**config.mk**
```make
export PLATFORM = sky130hd
export DESIGN_NAME = dual_load_unit
export DESIGN_NICKNAME = d
export VERILOG_FILES = /design/src/rtl/dl_pkg.sv /design/src/rtl/dl_decode.sv /design/src/rtl/dl_addr_gen.sv /design/src/rtl/dl_ptr_file.sv /design/src/rtl/dual_load_unit.sv
export SDC_FILE = /design/constraint.sdc
export NUM_CORES = 1
export LEC_CHECK = 0
export BUFFER_PORTS_ARGS = -buffer_cell sky130_fd_sc_hd__clkbuf_2
export CORE_UTILIZATION = 50
export CTS_BUF_LIST = sky130_fd_sc_hd__clkbuf_4 sky130_fd_sc_hd__clkbuf_8 sky130_fd_sc_hd__clkbuf_16
export DETAILED_ROUTE_END_ITERATION = 6
export GPL_TIMING_DRIVEN = 0
export PLACE_DENSITY = 0.78
export SYNTH_ARGS = -nofsm -noshare
export SYNTH_HDL_FRONTEND = slang
export SYNTH_SLANG_ARGS = --single-unit
```
**constraint.sdc**
```tcl
create_clock -name clk -period 4.65 [get_ports clk]
set_clock_uncertainty 0.15 [all_clocks]
set_input_delay 0.93 -clock clk [delete_from_list [all_inputs] [get_ports clk]]
set_output_delay 0.93 -clock clk [all_outputs]
set_load 0.01 [all_outputs]
```
**src/rtl/dl_pkg.sv**
```systemverilog
package dl_pkg;

    typedef enum logic [1:0] {
        ST_IDLE = 2'd0,
        ST_RD1  = 2'd1,
        ST_RD2  = 2'd2,
        ST_CMT  = 2'd3
    } dl_state_e;

    // Decoded view of one extension code
    typedef struct packed {
        logic       is_load;   // top two bits are 11
        logic       alt;       // paired-destination layout
        logic [1:0] ptr_sel;   // first pointer
        logic [1:0] dst1;      // {pair, half} for first read
        logic [1:0] dst2;      // {pair, half} for second read
        logic       first_ix;  // first pointer steps by own index
        logic       last_ix;   // pointer 3 steps by index 3
    } dl_op_t;

endpackage

```
**src/rtl/dl_decode.sv**
```systemverilog
module dl_decode
    import dl_pkg::*;
(
    input  logic [7:0] code,
    output dl_op_t     op
);
    always_comb begin
        op          = '0;
        op.is_load  = (code[7:6] == 2'b11);
        op.alt      = (code[1:0] == 2'b11);
        op.first_ix = code[2];
        op.last_ix  = code[3];
        if (op.alt) begin
            // pointer 0/1 via bit 5, one pair via bit 4: high then low
            op.ptr_sel = {1'b0, code[5]};
            op.dst1    = {code[4], 1'b1};
            op.dst2    = {code[4], 1'b0};
        end else begin
            op.ptr_sel = code[1:0];
            op.dst1    = {1'b0, code[5]};
            op.dst2    = {1'b1, code[4]};
        end
    end
endmodule

```
**src/rtl/dl_addr_gen.sv**
```systemverilog
module dl_addr_gen #(
    parameter int AW         = 16,
    parameter int REGION_LSB = 10
) (
    input  logic [AW-1:0] first_addr,
    input  logic [AW-1:0] last_addr,
    output logic [AW-1:0] second_addr,
    output logic          same_region
);
    localparam int RW = AW - REGION_LSB;

    logic [RW-1:0] region_diff;

    always_comb begin
        region_diff = first_addr[AW-1:REGION_LSB] ^ last_addr[AW-1:REGION_LSB];
        same_region = (region_diff == '0);
        second_addr = same_region ? first_addr : last_addr;
    end
endmodule

```
**src/rtl/dl_ptr_file.sv**
```systemverilog
module dl_ptr_file #(
    parameter int AW   = 16,
    parameter int NPTR = 4
) (
    input  logic                   clk,
    input  logic                   rst_n,
    input  logic                   wr_en,
    input  logic [$clog2(NPTR):0]  wr_sel,
    input  logic [AW-1:0]          wr_data,
    input  logic                   upd_en,
    input  logic [$clog2(NPTR)-1:0] upd_sel,
    input  logic                   upd_first_ix,
    input  logic                   upd_last_ix,
    input  logic [AW-1:0]          base_first,
    input  logic [AW-1:0]          base_last,
    output logic [NPTR*AW-1:0]     ar_flat
);
    localparam int SW   = $clog2(NPTR);
    localparam int LAST = NPTR - 1;

    typedef struct packed {
        logic [NPTR-1:0][AW-1:0] ar;
        logic [NPTR-1:0][AW-1:0] ix;
    } regs_t;

    regs_t q, d;

    always_comb begin
        d = q;
        if (wr_en) begin
            if (wr_sel[SW]) d.ix[wr_sel[SW-1:0]] = wr_data;
            else            d.ar[wr_sel[SW-1:0]] = wr_data;
        end
        if (upd_en) begin
            // first pointer, then the last pointer (distinct registers)
            d.ar[upd_sel] = base_first + (upd_first_ix ? q.ix[upd_sel] : AW'(1));
            d.ar[LAST]    = base_last  + (upd_last_ix  ? q.ix[LAST]    : AW'(1));
        end
    end

    always_ff @(posedge clk) begin
        if (!rst_n) q <= '0;
        else        q <= d;
    end

    for (genvar g = 0; g < NPTR; g++) begin : g_view
        assign ar_flat[g*AW +: AW] = q.ar[g];
    end

    AST_LAST_UNIT_STEP: assert property (@(posedge clk) disable iff (!rst_n)
        (upd_en && !upd_last_ix) |=> (q.ar[LAST] == $past(base_last) + AW'(1)));
endmodule

```
**src/rtl/dual_load_unit.sv**
```systemverilog
module dual_load_unit
    import dl_pkg::*;
#(
    parameter int ADDR_W     = 16,
    parameter int DATA_W     = 16,
    parameter int REGION_LSB = 10
) (
    input  logic                clk,
    input  logic                rst_n,
    input  logic                ext_valid,
    input  logic [7:0]          ext_code,
    input  logic                ptr_we,
    input  logic [2:0]          ptr_waddr,
    input  logic [ADDR_W-1:0]   ptr_wdata,
    output logic                mem_re,
    output logic [ADDR_W-1:0]   mem_addr,
    input  logic [DATA_W-1:0]   mem_rdata,
    output logic                ax_we_a,
    output logic [1:0]          ax_idx_a,
    output logic [DATA_W-1:0]   ax_data_a,
    output logic                ax_we_b,
    output logic [1:0]          ax_idx_b,
    output logic [DATA_W-1:0]   ax_data_b,
    output logic                done,
    output logic [4*ADDR_W-1:0] ar_view
);
    localparam int NPTR = 4;
    localparam int LAST = NPTR - 1;

    typedef struct packed {
        dl_state_e         st;
        dl_op_t            op;
        logic [ADDR_W-1:0] a1;
        logic [ADDR_W-1:0] a2;
        logic [ADDR_W-1:0] last_base;
        logic [DATA_W-1:0] d1;
    } ctl_t;

    ctl_t q, d;

    dl_op_t            dec;
    logic [ADDR_W-1:0] sel_ptr;
    logic [ADDR_W-1:0] last_ptr;
    logic [ADDR_W-1:0] second_addr;
    logic              same_region;
    logic              accept;
    logic              upd_en;

    dl_decode u_dec (
        .code (ext_code),
        .op   (dec)
    );

    assign sel_ptr  = ar_view[dec.ptr_sel*ADDR_W +: ADDR_W];
    assign last_ptr = ar_view[LAST*ADDR_W +: ADDR_W];

    dl_addr_gen #(.AW(ADDR_W), .REGION_LSB(REGION_LSB)) u_agen (
        .first_addr  (sel_ptr),
        .last_addr   (last_ptr),
        .second_addr (second_addr),
        .same_region (same_region)
    );

    dl_ptr_file #(.AW(ADDR_W), .NPTR(NPTR)) u_ptrs (
        .clk          (clk),
        .rst_n        (rst_n),
        .wr_en        (ptr_we),
        .wr_sel       (ptr_waddr),
        .wr_data      (ptr_wdata),
        .upd_en       (upd_en),
        .upd_sel      (q.op.ptr_sel),
        .upd_first_ix (q.op.first_ix),
        .upd_last_ix  (q.op.last_ix),
        .base_first   (q.a1),
        .base_last    (q.last_base),
        .ar_flat      (ar_view)
    );

    always_comb begin
        d         = q;
        accept    = 1'b0;
        mem_re    = 1'b0;
        mem_addr  = q.a1;
        ax_we_a   = 1'b0;
        ax_we_b   = 1'b0;
        ax_idx_a  = q.op.dst1;
        ax_idx_b  = q.op.dst2;
        ax_data_a = q.d1;
        ax_data_b = mem_rdata;
        done      = 1'b0;
        upd_en    = 1'b0;
        unique case (q.st)
            ST_IDLE: begin
                if (ext_valid && dec.is_load) begin
                    accept      = 1'b1;
                    d.st        = ST_RD1;
                    d.op        = dec;
                    d.a1        = sel_ptr;
                    d.a2        = second_addr;
                    d.last_base = last_ptr;
                    d.d1        = '0;
                end
            end
            ST_RD1: begin
                mem_re   = 1'b1;
                mem_addr = q.a1;
                d.st     = ST_RD2;
            end
            ST_RD2: begin
                mem_re   = 1'b1;
                mem_addr = q.a2;
                d.d1     = mem_rdata;
                d.st     = ST_CMT;
            end
            ST_CMT: begin
                ax_we_a = 1'b1;
                ax_we_b = 1'b1;
                done    = 1'b1;
                upd_en  = 1'b1;
                d.st    = ST_IDLE;
            end
            default: d.st = ST_IDLE;
        endcase
    end

    always_ff @(posedge clk) begin
        if (!rst_n) q <= '0;
        else        q <= d;
    end

    AST_DONE_PULSE: assert property (@(posedge clk) disable iff (!rst_n)
        done |=> !done);
    AST_WRITES_ONLY_ON_DONE: assert property (@(posedge clk) disable iff (!rst_n)
        (ax_we_a || ax_we_b) |-> done);
    AST_DISTINCT_DEST: assert property (@(posedge clk) disable iff (!rst_n)
        ax_we_a |-> (ax_idx_a != ax_idx_b));
    AST_PAIRED_HIGH_LOW: assert property (@(posedge clk) disable iff (!rst_n)
        (done && q.op.alt) |-> (ax_idx_a[0] && !ax_idx_b[0] && ax_idx_a[1] == ax_idx_b[1]));
    AST_NONLOAD_NO_READ: assert property (@(posedge clk) disable iff (!rst_n)
        (q.st == ST_IDLE && ext_valid && ext_code[7:6] != 2'b11) |=> !mem_re);
    AST_READ_BURST_START: assert property (@(posedge clk) disable iff (!rst_n)
        (accept) |=> (mem_re && !done));
    AST_READ_BURST_END: assert property (@(posedge clk) disable iff (!rst_n)
        (mem_re && $past(mem_re)) |=> !mem_re);
endmodule

```
==> metrics.md, run 1 <==
| Metric | Value |
|---|---|
| EDFF count, synth | 0 |
| Fillers | 1970 |
| Crit end category | flop |
| Synth top area cells | dfxtp_1 35%, nand2_1 7.3%, a21oi_1 7.1%, buf_4 6.7%, mux2i_1 5.1% |
| Area of the multi-input gates | 6160 sq um |
| Clock period minus worst slack | 4410 ps |
| Most used flip-flop cell after synthesis | dfxtp_1 |
| Power density cells | ~310 nW/um^2 |
| Hold Fails Final Rpt | 0 |
| Max Cap Viol | 0 |
| Slew headroom | 38.8% |
| Hold Path Stages | 2 |
| Layout area overhead | 16.4% |
| Vias in the first global route | 10149 |
| Met2 wire length | 17300 microns |
| M1 WL | 15900 microns |
| Register bit total from synthesis | 202 |
| Fin. max-slew vios | 0 |
| IO Port Bufs | roughly 150 |
| Clk pin slew, worst setup/hold paths | around 60 ps |
| Max FO, Critical Path | 10 |
| Remaining DRCs | 0 |
| Placeable Area | 22100 sq um |
| Most common cell in the netlist | nand2_1 |
| Syn avg cell area | 8.18 sq um |
| First-pass GRT wire length | 58500 microns |
| Syn Inst Count | 1398 |
| Top-area cell type share of the netlist area | 35.4% |
| Fin nets | between 1500 and 2000 |
| Top layer reached by signal wires | met4 |
| WP data arrival | 4710 ps |
| Slowest stage delay, CP | 610 ps |
| PnR worst setup slack | 241 ps |
| CP Launch Type | flop |
| CTS Hold Bufs | 0 |
| CTS tree | built |
| Num rows | 54 |
| R2R depth | 13 |
| Register area share after synthesis | a little over a third |
| Internal | slightly above 3 mW |
| FF+latch area | 4040 sq um |
| Total number of yosys warnings | 0 |
| Global Route Usage Sum | between 30 and 40% |
| Count of cell types in the netlist | 60 |
| Total grt overflow | 0 |
| Initial antenna violation count | 0 |
| Worst hold path type | reg -> reg |
| Die width | 153 microns |
| Via count | 11038 |
| Final setup violation count | 0 |
| Clk buf depth | 3 |
| Switching Share | 25.2% |
| Clk pwr share | 45.6% |
| Reg2reg setup slack | 240 ps |
| Cell Area, Synth | approximately 11000 sq um |
| Sequential share of power | 44.3% |
| Commonest cells in the netlist | 221 x nand2_1, 202 x dfxtp_1, 162 x a21oi_1 |
| Critical Setup Path Class | reg -> reg |
| Placer Congestion | 0.998 |
| Fin crit share | 94.8% |
| Num CTS Buffers | 22 |
| TritonCTS sink count | 202 |
| CP top delay family | compound AO/OA/AOI/OAI gates |
| DR WL/cell | 20.8 microns |
| P_sw | 1.03 mW |
| I/O pins | ~170 |
| WP buf/inv | 3 |
| Worst Path Required | 4950 ps |
| Post-route ant nets | 0 |
| Initial detailed-routing violation count | 1097 |
| Largest area contributor in the netlist | dfxtp_1 |
| Worst-Skew Late Latency | 510 ps |
| CP cell instances | clkbuf_1 -> clkbuf_2 -> nand2_1 -> o211ai_1 -> inv_1 -> ha_1 -> a211oi_1 -> o21bai_1 -> o311ai_1 -> a32oi_1 -> and4_1 -> nor3_1 -> o211a_1 |
| Post-DP HPWL | 29200 microns |
| Largest net degree at the start of global routing | 14 |
| # H-tree levels | 1 |
| Routed WL | a little under 40000 microns |
| P_leak | ~5.7 nW |
| Final Util | roughly 60% |
| Peak supply drop | 255 uV |
| Post-CTS Setup Inserts | 0 |
| Share of layout cells above drive strength 1 | a little under a quarter |
| Initial Util | 51.7% |
| Hold slack | 301 ps |
| Setup Slack @ Placement | -117 ps |
| Initial DRT Pass Iterations | 5 |
| RR Endpoint | u_ptrs.ar_flat[47] |
| Net Count, Synth | 1481 |
| Logic pwr share | 10.1% |
| RR Startpoint | q[71] |
| # diodes | 0 |
| Post-synth ARST share | 0% |
| Unrepaired setup endpoints after global routing | false |
| Vias/cell | slightly below 6 |
| Die Height | 153 microns |
| Worst path slowest cell | o311ai_1 |
| Met3 routed WL | 3950 microns |
| Die area | 23500 sq um |
| Outcome | finished, final reports clean |
| Tightest Pin Transition | 918 ps |
| Fmax | 227 MHz |
| Root buffer cell | clkbuf_16 |
## layout make-up
| type | instances | area share (%) |
|---|---|---|
| inverters | 20 | 0.564 |
| clock inverters | 6 | 0.602 |
| repair buffers | 151 | 5.68 |
| clock buffers | 34 | 5.13 |
| multi-input cells | 974 | 46.3 |
| flip-flops and latches | 202 | 30.4 |
| plain buffers | 202 | 8.74 |
| well taps | 280 | 2.63 |
## power groups by stage
stage               clock network [mW]  registers [mW]  logic, mW
detailed placement                   0            1.84      0.400
CTS                               1.86            1.80      0.402
finish                            1.85            1.80      0.411
global placement                     0            1.84      0.393
global route                      1.94            1.80      0.436
floorplan                            0            1.82      0.259
## kinds of logic after synthesis
group	after synthesis	share of synthesized area, %
muxes	110	12.0
xor gates and xnor gates	25	1.92
adders and majority gates	36	4.07
DFF	202	35.4
buffers and inverters	222	10.7
and+or+nand+nor	483	18.4
AOI/OAI and AO/OA	320	17.5
## worst max-delay path by stage
stage / to / depth (start not counted) / start / slack [ps]
global route: u_ptrs.ar_flat[47] / 13 / q[71] / 100
global placement: u_ptrs.ar_flat[47] / 12 / q[70] / -180
detailed placement: u_ptrs.ar_flat[47] / 11 / q[70] / -120
finish: u_ptrs.ar_flat[47] / 13 / q[71] / 240
floorplan: u_ptrs.ar_flat[47] / 11 / q[70] / 1020
CTS: u_ptrs.ar_flat[47] / 13 / q[71] / 150
## layout by cell type (no fill, tap or decap), types with 5 or more instances in the layout
cell type,count
a31oi_1,7
nand4_1,6
mux2i_1,58
clkbuf_4,7
ha_1,34
and2_1,32
clkbuf_2,152
o21a_1,12
clkbuf_1,81
nand2_1,221
mux4_2,17
buf_2,5
o21ai_0,28
buf_4,102
a311oi_2,7
xor2_1,9
or3_1,10
a21o_1,13
nor3_1,22
buf_1,11
inv_1,19
nand3_1,13
clkbuf_16,23
nor2b_1,6
nor2_1,141
a211oi_1,38
mux2_2,32
nand2b_1,9
xnor2_1,16
a22oi_1,16
dfxtp_1,202
o211a_1,7
a21oi_1,162
## worst min-delay path, cell delays in order (launching register included)
cell and delay (ps):
dfxtp_1 310, nand2_1 50, a21oi_1 50
## what timing repair did
| item | in CTS | in global routing |
|---|---|---|
| gates cloned | 0 | 0 |
| gates resized for setup | 4 | 1 |
| endpoints found under the setup margin | 6 | 5 |
## per-layer routing
layer | track usage (%) | up-vias
li1 | - | 5100
met1 | 43.0 | 5213
met2 | 51.2 | 629
met3 | 6.27 | 96
met4 | 14.5 | 0
met5 | 0 | -
## metrics by stage
stage / cells / setup TNS [ps] / area [sq um] / total power [mW]
2_1_floorplan: 1398 / 0 / 11400 / 2.08
3_3_place_gp: 1829 / -621 / 12500 / 2.23
3_5_place_dp: 1829 / -286 / 12500 / 2.24
4_1_cts: 1869 / 0 / 13300 / 4.06
5_1_grt: 1869 / 0 / 13300 / 4.17
6_report: 1869 / 0 / 13300 / 4.07
No activity file was read; power rests on OpenSTA's default activity.
==> run 2, diff against run 1 <==
CORE_MARGIN = 1   (was not set)
CTS_BUF_LIST = sky130_fd_sc_hd__clkbuf_4 sky130_fd_sc_hd__clkbuf_8   (was sky130_fd_sc_hd__clkbuf_4 sky130_fd_sc_hd__clkbuf_8 sky130_fd_sc_hd__clkbuf_16)
==> run 2 against run 1 <==
Via count rose by 0.87%. Largest power group is now registers. Clock power fell by 4%. Flip-flop and latch count did not move. Largest cell class unchanged. Critical path type unchanged. Global-route usage rose by 0.10 points.
==> metrics.md, run 2 (same netlist as run 1, synthesis figures left out) <==
| Metric | Value |
|---|---|
| Outcome | finished, final reports clean |
| Reg2reg setup slack | 150 ps |
| Worst-Skew Late Latency | 530 ps |
| Clk buf depth | 3 |
| Placer Congestion | roughly 1.0 |
| R2R depth | 13 |
| Tightest Pin Transition | ~950 ps |
| Worst Path Required | between 4000 and 5000 ps |
| Initial antenna violation count | 1 |
| I/O pins | ~170 |
| Max FO, Critical Path | 10 |
| DR WL/cell | 20.6 microns |
| Crit end category | flop |
| Fmax | 222 MHz |
| Peak supply drop | about 240 uV |
| Fillers | around 2000 |
| Total grt overflow | 0 |
| Num rows | 54 |
| Busiest grt layer | met2 |
| First-pass GRT wire length | 58400 microns |
| Fin crit share | 96.8% |
| Post-route ant nets | 0 |
| Hold Path Stages | 2 |
| RR Endpoint | u_ptrs.ar_flat[47] |
| Unrepaired setup endpoints after global routing | false |
| Initial detailed-routing violation count | 1075 |
| Slew headroom | 36.4% |
| Placeable Area | 22100 sq um |
| Max Cap Viol | 0 |
| Cell area after layout | 13300 sq um |
| RR Startpoint | q[71] |
| Share of layout cells above drive strength 1 | 23.9% |
| Fin nets | 1670 |
| Largest net degree at the start of global routing | 11 |
| Via count | 11134 |
| CP Launch Type | flop |
| Initial DRT Pass Iterations | 6 |
| IO Port Bufs | roughly 150 |
| Layout area overhead | 16.3% |
| Worst hold path type | reg -> reg |
| CTS tree | built |
| Vias in the first global route | about 10000 |
| Post-CTS Setup Inserts | 0 |
| Post-DP HPWL | 29200 microns |
| Power density cells | ~300 nW/um^2 |
| # H-tree levels | 2 |
| Commonest non-fill, non-tap cells in the layout | 221 x nand2_1, 202 x dfxtp_1, 162 x a21oi_1, 152 x clkbuf_2, 141 x nor2_1 |
| TritonCTS sink count | roughly 200 |
| Vias/cell | ~6 |
| Met2 track demand over resource | 51.7% |
| Clk pin slew, worst setup/hold paths | 60 ps |
| Met1 track demand over resource | 42.2% |
| Clock period minus worst slack | 4500 ps |
| Final setup violation count | 0 |
| Die Height | approximately 150 microns |
| P_leak | between 5 and 6 nW |
| Placed Area | 12500 sq um |
| Die area | 23500 sq um |
| Critical Setup Path Class | reg -> reg |
| Die width | between 150 and 200 microns |
| # diodes | 0 |
| WP data arrival | 4810 ps |
| Setup TNS | 0 ps |
| Root buffer cell | clkbuf_8 |
| Fin. max-slew vios | 0 |
| Commonest non-fill, non-tap cell in the layout | nand2_1 |
| Initial Util | between 50% and 60% |
| Routed WL | 38900 microns |
| Met3 track demand over resource | 6.61% |
| Remaining DRCs | 0 |
| Global Route Usage Sum | between 30% and 40% |
| Num CTS Buffers | 36 |
| Hold Fails Final Rpt | 0 |
[run 2: cell type report]
type	count	area [sq um]	area share [%]
buffer	202	1160	8.75
clock buffer	57	709	5.33
clock inverter	3	40.0	0.301
inverter	20	75.1	0.565
multi-input combinational	974	6160	46.3
sequential	202	4040	30.4
tap	280	350	2.63
timing repair buffer	151	756	5.68
[run 2: metal layers]
metal | up-vias | wire, microns | share of wire [%]
met4 | 2 | 1940 | 5.0
met3 | 134 | 4130 | 11
met1 | 5198 | 15500 | 40
met5 | - | 13 | 0.033
li1 | 5138 | - | -
met2 | 662 | 17300 | 45
[run 2: worst max-delay path by stage]
stage	from	end	cells past startpoint
floorplan	q[70]	u_ptrs.ar_flat[47]	11
global placement	q[70]	u_ptrs.ar_flat[47]	12
detailed placement	q[70]	u_ptrs.ar_flat[47]	11
CTS	q[71]	u_ptrs.ar_flat[47]	13
global route	q[71]	u_ptrs.ar_flat[47]	13
finish	q[71]	u_ptrs.ar_flat[47]	13
[run 2: what timing repair did]
action	4_1_cts	5_1_grt
setup endpoints to repair	6	6
resized for setup	4	1
pin swaps	0	0
hold buffers	0	0
[run 2: report_power, final]
group / internal, mW / total (mW) / switching [mW] / leakage [nW]
Sequential: 1.77 / 1.80 / 0.0347 / 1.63
Combinational: 0.151 / 0.409 / 0.258 / 3.63
Clock: 1.02 / 1.77 / 0.752 / 0.401
[run 2: worst max-delay path, stage by stage (launching register included)]
cell and delay (ps):
dfxtp_1 390, clkbuf_1 500, clkbuf_2 410, nand2_1 90
o211ai_1 250, inv_1 100, ha_1 310, a211oi_1 270
o21bai_1 160, o311ai_1 650, a32oi_1 290, and4_1 260
nor3_1 410, o211a_1 190
[run 2: stage by stage]
stage               worst slack, ps  power [mW]  hold WS [ps]  util, %  cells
finish                          147        3.98           305     60.2   1889
detailed placement             -117        2.24           296     56.8   1829
global route                   34.4        4.09           323     60.2   1889
global placement               -179        2.23           288     56.8   1829
CTS                            95.2        3.97           304     60.2   1889
floorplan                      1020        2.08           282        -   1398
==> run 3, diff against run 2 <==
REMOVE_ABC_BUFFERS = 1   (was not set)
SYNTH_HIERARCHICAL = 1   (was not set)
==> run 3 against run 2 <==
First-iteration DRC count shrank 3.7%. Combinational power decreased by 20%. Non-clock buffer count fell by 172. Flip-flop and latch count stayed put. Global-route usage decreased by 4.5 points. Die area up 4.6%. Register-to-register slack gained 430 ps. Sequential share of layout area increased by 1.0 points. Synthesized cell count grew 2.1%. Critical endpoint is now u_ptrs/ar_flat[24]. Largest cell class unchanged.
==> metrics.md, run 3 <==
| Metric | Value |
|---|---|
| Outcome | finished, final reports clean |
| Hold Crit Start | q[44] |
| Hold slack | about 300 ps |
| Cell area after layout | around 13000 sq um |
| Placer Congestion | 0.913 |
| WP data arrival | 4290 ps |
| RR Startpoint | q[70] |
| Syn Inst Count | approximately 1400 |
| Worst path slowest cell | dfxtp_1 |
| DR WL/cell | 20.1 microns |
| First-pass GRT wire length | 53400 microns |
| Tightest Pin Transition | 1280 ps |
| Total number of yosys warnings | 6 |
| Share of layout cells above drive strength 1 | 22.5% |
| Unrepaired setup endpoints after global routing | false |
| Post-route ant nets | 0 |
| I/O pins | 167 |
| Cell Area, Synth | roughly 12000 sq um |
| Hold Path Stages | 2 |
| Worst Path Required | 4880 ps |
| PnR worst setup slack | 581 ps |
| Syn avg cell area | between 8 and 9 sq um |
| Num CTS Buffers | 36 |
| Die width | 157 microns |
| Total power | 3.76 mW |
| Slew headroom | 14.4% |
| RR Endpoint | u_ptrs/ar_flat[24] |
| Placed insts | 1699 |
| Layout area overhead | 7.51% |
| Fmax | 246 MHz |
| Clk pin slew, worst setup/hold paths | ~60 ps |
| Met2 wire length | 16300 microns |
| Top layer reached by signal wires | met4 |
| Clock period minus worst slack | 4070 ps |
| Commonest non-fill, non-tap cells in the layout | 266 x nand2_1, 201 x dfxtp_1, 172 x a21oi_1, 166 x clkbuf_2, 64 x nor2_1 |
| Power density cells | 292 nW/um^2 |
| Placeable Area | 23500 sq um |
| Setup Slack @ Placement | -138 ps |
| TritonCTS sink count | 202 |
| CTS Hold Bufs | 0 |
| M1 WL | 14500 microns |
| P_leak | roughly 5.1 nW |
| CP cell instances | mux4_2 -> nand2b_1 -> ha_1 -> inv_1 -> fa_1 -> nor2b_4 -> o31a_1 -> o21a_4 -> o41ai_1 -> xor2_1 -> a21oi_1 |
| Fin crit share | 87.5% |
| Final Util | 54.8% |
| Largest net degree at the start of global routing | 106 |
| Remaining DRCs | 0 |
| Met3 routed WL | 3360 microns |
| Reg2reg setup slack | 580 ps |
| Vias/cell | a little over 6 |
| Vias in the first global route | between 9000 and 10000 |
| Global Route Usage Sum | about 28% |
| Max FO, Critical Path | 24 |
| Commonest non-fill, non-tap cell in the layout | nand2_1 |
| R2R depth | 11 |
| Setup TNS | 0 ps |
| Final setup violation count | 0 |
| Placed Area | 12100 sq um |
| Fin. max-slew vios | 0 |
| Crit end category | flop |
| Worst-Skew Late Latency | 530 ps |
| Initial Util | 51.0% |
| Fin nets | roughly 1500 |
| Routed WL | 35400 microns |
| Max Cap Viol | 0 |
| Hold path endpoint | q[44] |
| Initial DRT Pass Iterations | 5 |
| Critical Setup Path Class | reg -> reg |
| Root buffer cell | clkbuf_8 |
| Die Height | 157 microns |
| Initial detailed-routing violation count | 1035 |
| Initial antenna violation count | 0 |
| CP Launch Type | flop |
| Post-CTS Setup Inserts | 0 |
| Fillers | 2110 |
| Clk buf depth | 3 |
| CTS tree | built |
| Num rows | 56 |
| Total grt overflow | 0 |
| Post-DP HPWL | 23500 microns |
| Peak supply drop | roughly 140 uV |
| Via count | 10613 |
| Worst hold path type | reg -> reg |
| Die area | 24600 sq um |
| # H-tree levels | 2 |
| IO Port Bufs | 166 |
| Slowest stage delay, CP | about 1100 ps |
| Cts repair resizes | 0 |
| Hold Fails Final Rpt | 0 |
| Final instance count without filler cells | 1759 |
run 3: cell count changes in the layout (fill, tap and decap cells not counted), sizes merged, moves of 10 or more:
cell	change
a22oi	-12
buf	-104
clkbuf	-68
mux4	+14
nand2	+46
nand3	+12
nor2	-77
o211ai	+30
o21ai	-10
run 3: cell type report:
cell class	instances	area, sq um	share of cell area [%]
sequential	202	4050	31.4
timing repair buffer	181	1050	8.19
clock buffer	56	677	5.26
multi-input combinational	988	6640	51.6
antenna	1	2.50	0.0195
tap	319	399	3.10
inverter	12	50.0	0.389
run 3: how the worst max path moves through the flow:
stage | startpoint | end | slack [ps] | depth (start not counted)
2_1_floorplan | ext_code[5] | q[32] | -470 | 9
3_3_place_gp | ext_code[0] | q[35] | -3100 | 9
3_5_place_dp | ext_code[0] | q[41] | -140 | 10
4_1_cts | q[71] | u_ptrs/ar_flat[46] | 220 | 11
5_1_grt | q[70] | u_ptrs/ar_flat[14] | 440 | 9
6_report | q[70] | u_ptrs/ar_flat[24] | 580 | 11
run 3: worst max-delay path: cells and delay by family, from the launching register on:
family	cells	cell delay (ps)
buffers and inverters	1	90
adder cells (fa/ha/maj)	2	500
XOR/XNOR	1	450
flip-flops	1	1070
multiplexers	1	420
AND/OR/NAND/NOR	2	210
AO/OA/AOI/OAI	4	1010
run 3: routing by layer:
metal,global-route usage (%),up-vias
li1,-,4886
met1,36.3,5073
met2,44.8,561
met3,5.84,93
met4,12.6,0
met5,0,-
run 3: where the power goes:
group	switching [mW]	internal, mW
combinational	0.208	0.119
clock	0.722	0.911
sequential	0.0335	1.76
total	0.963	2.79
